**src/rtl/irq_prio_pkg.sv**
```systemverilog
package irq_prio_pkg;
  localparam int VEC_W        = 8;
  localparam int NMI_VEC      = 7;
  localparam int IRQ_VEC_BASE = 12;
  localparam int MOD_VEC_BASE = 24;

  typedef enum logic [1:0] {
    CFG_PRIO   = 2'd0,
    CFG_ENABLE = 2'd1,
    CFG_SENSE  = 2'd2,
    CFG_STATUS = 2'd3
  } cfg_sel_e;

  // Pins 0 and 1 rank alone, later pins rank in pairs.
  function automatic int irq_prio_bit(input int k);
    return (k < 2) ? k : 2 + (k - 2) / 2;
  endfunction
endpackage

```
**src/rtl/irq_sense_chan.sv**
```systemverilog
module irq_sense_chan #(
  parameter int SYNC_STAGES = 2
) (
  input  logic clk,
  input  logic rst_n,
  input  logic pin_n,
  input  logic edge_mode,
  input  logic wr_status,
  input  logic wr_bit,
  input  logic ack_clr,
  output logic flag
);
  logic [SYNC_STAGES-1:0] sync_q;
  logic prev_q;
  logic pin_s, set_now, keep;

  assign pin_s   = sync_q[SYNC_STAGES-1];
  assign set_now = edge_mode ? (prev_q & ~pin_s) : ~pin_s;
  assign keep    = ~(wr_status & ~wr_bit) & ~ack_clr;

  always_ff @(posedge clk or negedge rst_n) begin
    if (!rst_n) begin
      sync_q <= '1;
      prev_q <= 1'b1;
      flag   <= 1'b0;
    end else begin
      sync_q <= {sync_q[SYNC_STAGES-2:0], pin_n};
      prev_q <= pin_s;
      flag   <= set_now | (flag & keep);
    end
  end


  level_set_chk: assert property (@(posedge clk) disable iff (!rst_n)
    (!edge_mode && !pin_s) |=> flag);


  write_one_keep_chk: assert property (@(posedge clk) disable iff (!rst_n)
    (wr_status && wr_bit && flag && !ack_clr) |=> flag);
endmodule

```
**src/rtl/irq_prio_arb.sv**
```systemverilog
module irq_prio_arb #(
  parameter int N     = 15,
  parameter int IDX_W = 4
) (
  input  logic [N-1:0]     pend,
  input  logic [N-1:0]     hi,
  input  logic             lo_ok,
  input  logic             hi_ok,
  output logic [N-1:0]     allowed,
  output logic             win_valid,
  output logic [IDX_W-1:0] win_idx
);
  logic [N-1:0] hi_eff;
  logic hi_any, lo_any;
  logic [IDX_W-1:0] hi_idx, lo_idx;

  // Index 0 is the non-maskable source: always high, never masked.
  genvar g;
  generate
    for (g = 0; g < N; g++) begin : g_allow
      if (g == 0) begin : g_nmi
        assign hi_eff[g]  = 1'b1;
        assign allowed[g] = pend[g];
      end else begin : g_mask
        assign hi_eff[g]  = hi[g];
        assign allowed[g] = pend[g] & (hi[g] ? hi_ok : lo_ok);
      end
    end
  endgenerate

  always_comb begin
    hi_any = 1'b0;
    lo_any = 1'b0;
    hi_idx = '0;
    lo_idx = '0;
    for (int i = N - 1; i >= 0; i--) begin
      if (allowed[i] && hi_eff[i]) begin
        hi_any = 1'b1;
        hi_idx = IDX_W'(i);
      end
      if (allowed[i] && !hi_eff[i]) begin
        lo_any = 1'b1;
        lo_idx = IDX_W'(i);
      end
    end
    win_valid = hi_any | lo_any;
    win_idx   = hi_any ? hi_idx : lo_idx;
  end
endmodule

```
**src/rtl/irq_vec_hold.sv**
```systemverilog
module irq_vec_hold #(
  parameter int N     = 15,
  parameter int IDX_W = 4
) (
  input  logic             clk,
  input  logic             rst_n,
  input  logic [N-1:0]     allowed,
  input  logic             win_valid,
  input  logic [IDX_W-1:0] win_idx,
  input  logic             ready,
  output logic             out_valid,
  output logic [IDX_W-1:0] out_idx,
  output logic             handshake
);
  logic held_live;

  assign held_live = (int'(out_idx) < N) ? allowed[out_idx] : 1'b0;
  assign handshake = out_valid & ready;

  always_ff @(posedge clk or negedge rst_n) begin
    if (!rst_n) begin
      out_valid <= 1'b0;
      out_idx   <= '0;
    end else if (handshake) begin
      out_valid <= 1'b0;
    end else if (!out_valid || !held_live) begin
      out_valid <= win_valid;
      out_idx   <= win_idx;
    end
  end


  hold_stable_chk: assert property (@(posedge clk) disable iff (!rst_n)
    (out_valid && !ready && held_live) |=> (out_valid && $stable(out_idx)));


  hs_drop_chk: assert property (@(posedge clk) disable iff (!rst_n)
    handshake |=> !out_valid);
endmodule

```
**src/rtl/irq_prio_ctrl.sv**
```systemverilog
module irq_prio_ctrl
  import irq_prio_pkg::*;
#(
  parameter int NIRQ        = 6,
  parameter int NSRC        = 8,
  parameter int SRC_PER_GRP = 2,
  parameter int SYNC_STAGES = 2
) (
  input  logic                  clk,
  input  logic                  rst_n,
  input  logic                  nmi_n,
  input  logic [NIRQ-1:0]       irq_n,
  input  logic [NSRC-1:0]       mod_req,
  input  logic                  cpu_i,
  input  logic                  cpu_ui,
  input  logic                  mode_ue,
  input  logic                  cfg_we,
  input  logic [1:0]            cfg_sel,
  input  logic [7:0]            cfg_wdata,
  output logic                  int_valid,
  output logic [VEC_W-1:0]      int_vector,
  input  logic                  int_ready,
  output logic [7:0]            prio_q,
  output logic [NIRQ-1:0]       irq_en_q,
  output logic [NIRQ-1:0]       irq_edge_q,
  output logic [NIRQ-1:0]       irq_flag_q
);
  localparam int NGRP     = NSRC / SRC_PER_GRP;
  localparam int IRQ_GRPS = irq_prio_bit(NIRQ - 1) + 1;
  localparam int PRIO_W   = IRQ_GRPS + NGRP;
  localparam int NALL     = 1 + NIRQ + NSRC;
  localparam int IDX_W    = $clog2(NALL);

  logic [NALL-1:0]  pend, hi, allowed;
  logic             win_valid, handshake, nmi_flag, lo_ok, hi_ok;
  logic [IDX_W-1:0] win_idx, out_idx;
  logic             wr_status;
  cfg_sel_e         sel;

  assign sel       = cfg_sel_e'(cfg_sel);
  assign wr_status = cfg_we && (sel == CFG_STATUS);

  always_ff @(posedge clk or negedge rst_n) begin
    if (!rst_n) begin
      prio_q     <= '0;
      irq_en_q   <= '0;
      irq_edge_q <= '0;
    end else if (cfg_we) begin
      case (sel)
        CFG_PRIO:   prio_q     <= cfg_wdata[PRIO_W-1:0];
        CFG_ENABLE: irq_en_q   <= cfg_wdata[NIRQ-1:0];
        CFG_SENSE:  irq_edge_q <= cfg_wdata[NIRQ-1:0];
        default:    ;
      endcase
    end
  end

  irq_sense_chan #(.SYNC_STAGES(SYNC_STAGES)) u_nmi (
    .clk(clk), .rst_n(rst_n), .pin_n(nmi_n), .edge_mode(1'b1),
    .wr_status(1'b0), .wr_bit(1'b1),
    .ack_clr(handshake && out_idx == '0), .flag(nmi_flag)
  );

  assign pend[0] = nmi_flag;
  assign hi[0]   = 1'b1;

  genvar k;
  generate
    for (k = 0; k < NIRQ; k++) begin : g_irq
      irq_sense_chan #(.SYNC_STAGES(SYNC_STAGES)) u_chan (
        .clk(clk), .rst_n(rst_n), .pin_n(irq_n[k]), .edge_mode(irq_edge_q[k]),
        .wr_status(wr_status), .wr_bit(cfg_wdata[k]),
        .ack_clr(1'b0), .flag(irq_flag_q[k])
      );
      assign pend[1+k] = irq_flag_q[k] & irq_en_q[k];
      assign hi[1+k]   = prio_q[irq_prio_bit(k)];
    end
    for (k = 0; k < NSRC; k++) begin : g_mod
      assign pend[1+NIRQ+k] = mod_req[k];
      assign hi[1+NIRQ+k]   = prio_q[IRQ_GRPS + k / SRC_PER_GRP];
    end
  endgenerate

  assign lo_ok = ~cpu_i;
  assign hi_ok = mode_ue ? ~cpu_i : ~(cpu_i & cpu_ui);

  irq_prio_arb #(.N(NALL), .IDX_W(IDX_W)) u_arb (
    .pend(pend), .hi(hi), .lo_ok(lo_ok), .hi_ok(hi_ok),
    .allowed(allowed), .win_valid(win_valid), .win_idx(win_idx)
  );

  irq_vec_hold #(.N(NALL), .IDX_W(IDX_W)) u_hold (
    .clk(clk), .rst_n(rst_n), .allowed(allowed),
    .win_valid(win_valid), .win_idx(win_idx), .ready(int_ready),
    .out_valid(int_valid), .out_idx(out_idx), .handshake(handshake)
  );

  always_comb begin
    if (out_idx == '0)
      int_vector = VEC_W'(NMI_VEC);
    else if (int'(out_idx) <= NIRQ)
      int_vector = VEC_W'(IRQ_VEC_BASE + int'(out_idx) - 1);
    else
      int_vector = VEC_W'(MOD_VEC_BASE + int'(out_idx) - 1 - NIRQ);
  end


  nmi_wins_chk: assert property (@(posedge clk) disable iff (!rst_n)
    (nmi_flag && !int_valid) |=> (int_valid && int_vector == VEC_W'(NMI_VEC)));


  ue_mask_chk: assert property (@(posedge clk) disable iff (!rst_n)
    (mode_ue && cpu_i) |=> (!int_valid || int_vector == VEC_W'(NMI_VEC)));


  dual_mask_chk: assert property (@(posedge clk) disable iff (!rst_n)
    (!mode_ue && cpu_i && cpu_ui) |=> (!int_valid || int_vector == VEC_W'(NMI_VEC)));
endmodule

```
**config.mk**
```make
export PLATFORM = sky130hd
export DESIGN_NAME = irq_prio_ctrl
export DESIGN_NICKNAME = d
export VERILOG_FILES = /design/src/rtl/irq_prio_pkg.sv /design/src/rtl/irq_sense_chan.sv /design/src/rtl/irq_prio_arb.sv /design/src/rtl/irq_vec_hold.sv /design/src/rtl/irq_prio_ctrl.sv
export SDC_FILE = /design/constraint.sdc
export NUM_CORES = 1
export LEC_CHECK = 0
export ABC_AREA = 1
export BUFFER_PORTS_ARGS = -buffer_cell sky130_fd_sc_hd__buf_4
export CORE_MARGIN = 4
export CORE_UTILIZATION = 45
export DETAILED_ROUTE_END_ITERATION = 10
export PLACE_DENSITY = 0.78
export SLEW_MARGIN = 10
export SYNTH_ARGS = -nofsm -noshare
export SYNTH_HDL_FRONTEND = slang
export SYNTH_HIERARCHICAL = 1
export SYNTH_SLANG_ARGS = --single-unit
```
**constraint.sdc**
```tcl
create_clock -name clk -period 1.9 [get_ports clk]
set_clock_uncertainty 0.1 [all_clocks]
set_input_delay 0.285 -clock clk [delete_from_list [all_inputs] [get_ports clk]]
set_output_delay 0.285 -clock clk [all_outputs]
set_load 0.05 [all_outputs]
```
# After elaboration in Yosys (flattened, before gate mapping)

Cells that the tools add are included.

Bits in registers: 53
Output and inout port bits: 35
Logic and storage cells: 239

Reduce and logical (&&, ||, !) cells: 48
Muxes and demuxes: 81
Equal/unequal tests: 3
Bitwise logic cells: 73
Magnitude comparators: 3
Add/subtract/negate cells: 5

Operators by type and width:

| kind                | count |
|---|---|
| $mux 4              | 30 |
| $mux 1              | 48 |
| $and 1x1->1         | 42 |
| $logic_and 1x1->1   | 30 |
| $not 1->1           | 23 |
| $mux 8              | 2 |
| $logic_not 1->1     | 10 |
| $or 1x1->1          | 8 |
| $reduce_and 2->1    | 4 |
| $sub 7x4->8 const B | 1 |
| $sub 6x1->7 const B | 1 |
| $add 5x4->6 const A | 1 |
| $sub 5x1->6 const B | 1 |
| $add 4x4->5 const A | 1 |
| $lt 4x5->1 const B  | 1 |
| $bmux 1 s4          | 1 |
| $eq 2x2->1 const B  | 2 |
| $le 4x3->1 const B  | 1 |
| $logic_not 4->1     | 1 |
| $lt 4x4->1 const B  | 1 |
| $eq 2x1->1 const B  | 1 |
| $logic_not 2->1     | 1 |
| $reduce_bool 2->1   | 1 |
| $logic_or 1x1->1    | 1 |

# Logic depth before layout (Yosys ltp)

Depth after elaboration: 24
Depth in mapped cells: 21
Mapped depth without buffers: 21

# Hierarchy

The synthesis kept the hierarchy.

By module, submodules not included:

| module         | cells each | sequential area each (um^2) | area an instance (um^2) | instances |
|---|---|---|---|---|
| irq_prio_ctrl  | 147        | 500.5                       | 1088.5                  | 1 |
| irq_sense_chan | 14         | 103.8                       | 143.9                   | 7 |
| irq_prio_arb   | 159        | 0.0                         | 750.7                   | 1 |
| irq_vec_hold   | 67         | 125.1                       | 412.9                   | 1 |

# Worst setup path after synthesis

OpenSTA, ideal clock, no wires.

Kind: reg-to-output
Start point: reg u_hold.out_idx[1]
End point: out int_vector[2]
Path buffers: 0
Data arrival time: 2054 ps
Path slack: -539 ps
Stages on the path, launching flop included: 8
Cell sequence: dfrtp_1 -> inv_1 -> ha_1 -> inv_1 -> nand2_1 -> nand2_1 -> inv_1 -> o21ai_0

Longest elaborated chain between the ends: 5
Elaborated cells on any way between the ends: 9
Classes of those cells: add/sub (5); order compare (1); mux (2); reduce/logical (1)

RTL lines:

| item                     | RTL line             | RTL |
|---|---|---|
| start: declaration       | irq_vec_hold.sv:12   | `output logic [IDX_W-1:0] out_idx,` |
| start signal: assignment | irq_vec_hold.sv:28   | `out_idx <= win_idx;` |
| $add 5x4->6              | irq_prio_ctrl.sv:104 | `int_vector = VEC_W'(MOD_VEC_BASE + int'(out_idx) - 1 - NIRQ);` |
| $sub 6x1->7              | irq_prio_ctrl.sv:104 |  |
| $sub 7x4->8              | irq_prio_ctrl.sv:104 |  |
| $mux 8                   | irq_prio_ctrl.sv:101 | `else if (int'(out_idx) <= NIRQ)` |
| $mux 8 (*)               | irq_prio_ctrl.sv:99  | `if (out_idx == '0)` |
| end: declaration         | irq_prio_ctrl.sv:21  | `output logic [VEC_W-1:0] int_vector,` |

Mark *: on every way between the ends. The rest lies on a longest branch, timed or not.

# Worst setup path in the final report

Start point: reg u_hold.out_idx[1]
End point: out int_vector[3]

The elaborated chain is that of the path after synthesis.

==> impl_results.md <==
- Status: complete, but fails checks
- Failing checks: setup timing
- Vias in the first global route: 3,136
- GRT Overall Usage: 19.5%
- Ys Warns: 6
- DR pass1 iterations: 4
- Top cells by area, synth: dfrtp_1 25%, nand2_1 19%, dfstp_2 17%, inv_1 9.9%, nand3_1 5.7%
- Slew HR: 57.1%
- Vias: 3,321
- Starting Density: 47.2%
- Synth cell count leaders: 166 x nand2_1, 86 x inv_1, 37 x nand3_1, 32 x dfrtp_1, 28 x o21ai_0
- Hold Violations, Final: 0
- Static leakage: 0.00256 uW
- Clock Latency Late Sink: 0.30 ns
- CTS clock-pin slew for the worst setup and hold paths: 0.09 ns
- Avg Inst Size Synth: 6.92 sq um
- Synth cell types: 35
- TritonCTS clock tree: built
- Min-delay src: cfg_wdata[6]
- # setup viols final: 6
- Seq cells post-synth: 53
- Core Util, Final: 68.3%
- Post-Route WL: 8840 um
- Global-route wire length before repair: 13,900 um
- CP Max Fanout: 3
- IO Pins: 67
- FMAX: 0.443 GHz
- Gpl congestion: 0.887
- Worst slew pin tran: 0.644 ns
- Largest net degree at the start of global routing: 54
- Post-synthesis cell count: 471
- Sum of negative setup slack: -1.88 ns
- Seq/Total Area, Yosys: 41.5%
- Iter 0 DRT Violations: 162
- Final #Nets: 637
- Maxcap violations: 0
- Via/cell ratio: 4.75
- Worst setup SP type: flip-flop
- Tmin final: 2.26 ns
- R2R setup slack: 0.03 ns
- R2r worst-path depth: 12
- ANT nets after route: 0
- Initial antenna violation count: 0
- Hold Path Cell Cnt: 2
- H-tree Lvls: 2
- Area after DPL: 0.00410 sq mm
- Clock tree root buffer cell: clkbuf_8
- DRC violations left: 0
- Crit path required time: 1.51 ns
- Antenna cells: 0
- Port Buffer Count: 64
- Final Max Slew Viols: 0
- Gr ovfl total: 0
- Hold Path Sink: prio_q[6]
- Post-synth ARST share: 100%
- PwrDens: 1450 mW/mm^2
- CTS sink cnt: 53
- WHS: 0.107 ns
- Num rows: 30
- Maximum vdd drop: 0.619 mV
- Tcrit/Tclk final: 119%
- Area leader, netlist: dfrtp_1
- Syn-to-layout area delta: 44.8%
- RSZ-0062 raised after global routing: yes
- CP Capture Type: primary output
- Post-Synthesis Cell Area: 0.00326 sq mm
- Die width: 93.1 um
- Core area: 0.00691 sq mm
- Final WS setup: -0.356 ns
- Power Total: 6830 uW
- HP Class: in -> reg
- R2R Path End: u_hold/out_idx[3]
- Yosys top cell area share: 24.6%
- EDFF count, synth: 0
- R2r startpoint: g_irq[1].u_chan/flag
- Die Y: 93.1 um
- DIE AREA: 0.00867 sq mm
- Design area: 0.00472 sq mm
- Crit path DAT: 1.87 ns
- Clock buffer count from CTS: 5
- Clock Tree Buf Depth: 2
- Primary FF master, synth: dfrtp_1
- WL/cell: 12.6 um
- Count leader, synth: nand2_1
- Setup CP Type: reg -> out
- Layout cell share with drive strength beyond 1: 39.6%
- Post-DP HPWL: 6130 um
-- logic make-up (layout without fill, tap and decap cells) --
kind of cell	after synthesis	count (layout)	share of synthesized area, %
AND/OR/NAND/NOR	249	249	33.3
buffers and inverters	104	227	13.1
AO/OA/AOI/OAI	58	58	10.0
flip-flops	53	53	41.5
adder cells (fa/ha/maj)	3	3	1.15
other	2	11	0.230
multiplexers	2	2	0.691
-- per-stage QoR --
| step | setup WS, ns | std cells |
|---|---|---|
| 6_report | -0.356 | 699 |
| 5_1_grt | -0.444 | 699 |
| 3_3_place_gp | -0.146 | 658 |
| 4_1_cts | -0.293 | 683 |
| 2_1_floorplan | 0.000139 | 480 |
| 3_5_place_dp | -0.155 | 658 |
-- registers in the layout, indices dropped and copies added, names as in the netlist --
| name | flops |
|---|---|
| u_hold/out_valid | 1 |
| g_irq.u_chan/sync_q | 12 |
| u_hold/out_idx | 4 |
| u_nmi/sync_q | 2 |
| u_nmi/prev_q | 1 |
| prio_q | 8 |
| irq_edge_q | 6 |
| g_irq.u_chan/prev_q | 6 |
| u_nmi/flag | 1 |
| g_irq.u_chan/flag | 6 |
| irq_en_q | 6 |
-- critical path: stages (launching register included) --
cell,delay (ns)
dfrtp_2,0.44
inv_2,0.08
ha_4,0.15
inv_2,0.05
nand2_2,0.08
nand2_2,0.06
inv_2,0.07
ha_4,0.14
inv_2,0.04
nand3_2,0.07
nand3_2,0.07
nand2_2,0.08
clkinvlp_4,0.08
buf_8,0.15
-- worst max path at each step --
| stage | to | from |
|---|---|---|
| 5_1_grt | int_vector[3] | u_hold/out_idx[1] |
| 6_report | int_vector[3] | u_hold/out_idx[1] |
| 3_3_place_gp | u_hold/out_idx[1] | cpu_ui |
| 3_5_place_dp | u_hold/out_idx[0] | cpu_ui |
| 4_1_cts | int_vector[3] | u_hold/out_idx[1] |
| 2_1_floorplan | u_hold/out_idx[3] | g_irq[2].u_chan/flag |
-- where the power goes --
part | leakage [uW] | switching [uW] | internal (uW)
registers | 0.000603 | 182 | 1310
clock network | 0.0000558 | 373 | 398
logic | 0.00191 | 2680 | 1880
total | 0.00256 | 3240 | 3590
-- what timing repair did --
item / in CTS / in global routing
setup buffers: 9 / 18
gates resized for setup: 27 / 48
pin swaps: 13 / 32
endpoints found under the hold margin: 39 / 0
endpoints found under the setup margin: 6 / 11
cloned: 0 / 0
hold buffers: 8 / 0
-- metal layers --
layer  vias to the layer above  routed length, um  GRT usage, %
met5                         -                  0             0
met3                        14                375          2.98
met1                      1526               3800          25.9
met4                         0                144          3.54
met2                        86               4520          34.1
li1                       1695                  -             -
-- cells in the final DEF, fill, tap and decap left out, drive strengths merged --
cell type and instances:
dfrtp 32, nor3 4, nand3 39, o21a 3, conb 11, clkinvlp 1
a21boi 2, inv 94, ha 3, buf 117, dlygate4sd3 8, dfstp 21
o21ai 35, a32o 1, nor2 29, mux2 2, clkbuf 6, o22ai 2
bufinv 1, nand4 4, nand2 170, a311oi 1, nor3b 1, nand3b 2
a21oi 14
-- cell type report --
class,count,area [sq um]
Fill cell,598,2190
Multi-Input combinational cell,323,1750
Sequential cell,53,1360
Timing Repair Buffer,125,1020
Inverter,94,362
Tap cell,96,120
Clock buffer,6,72.6
Clock inverter,2,38.8
Note: power is estimated with default switching activity, not from simulation.
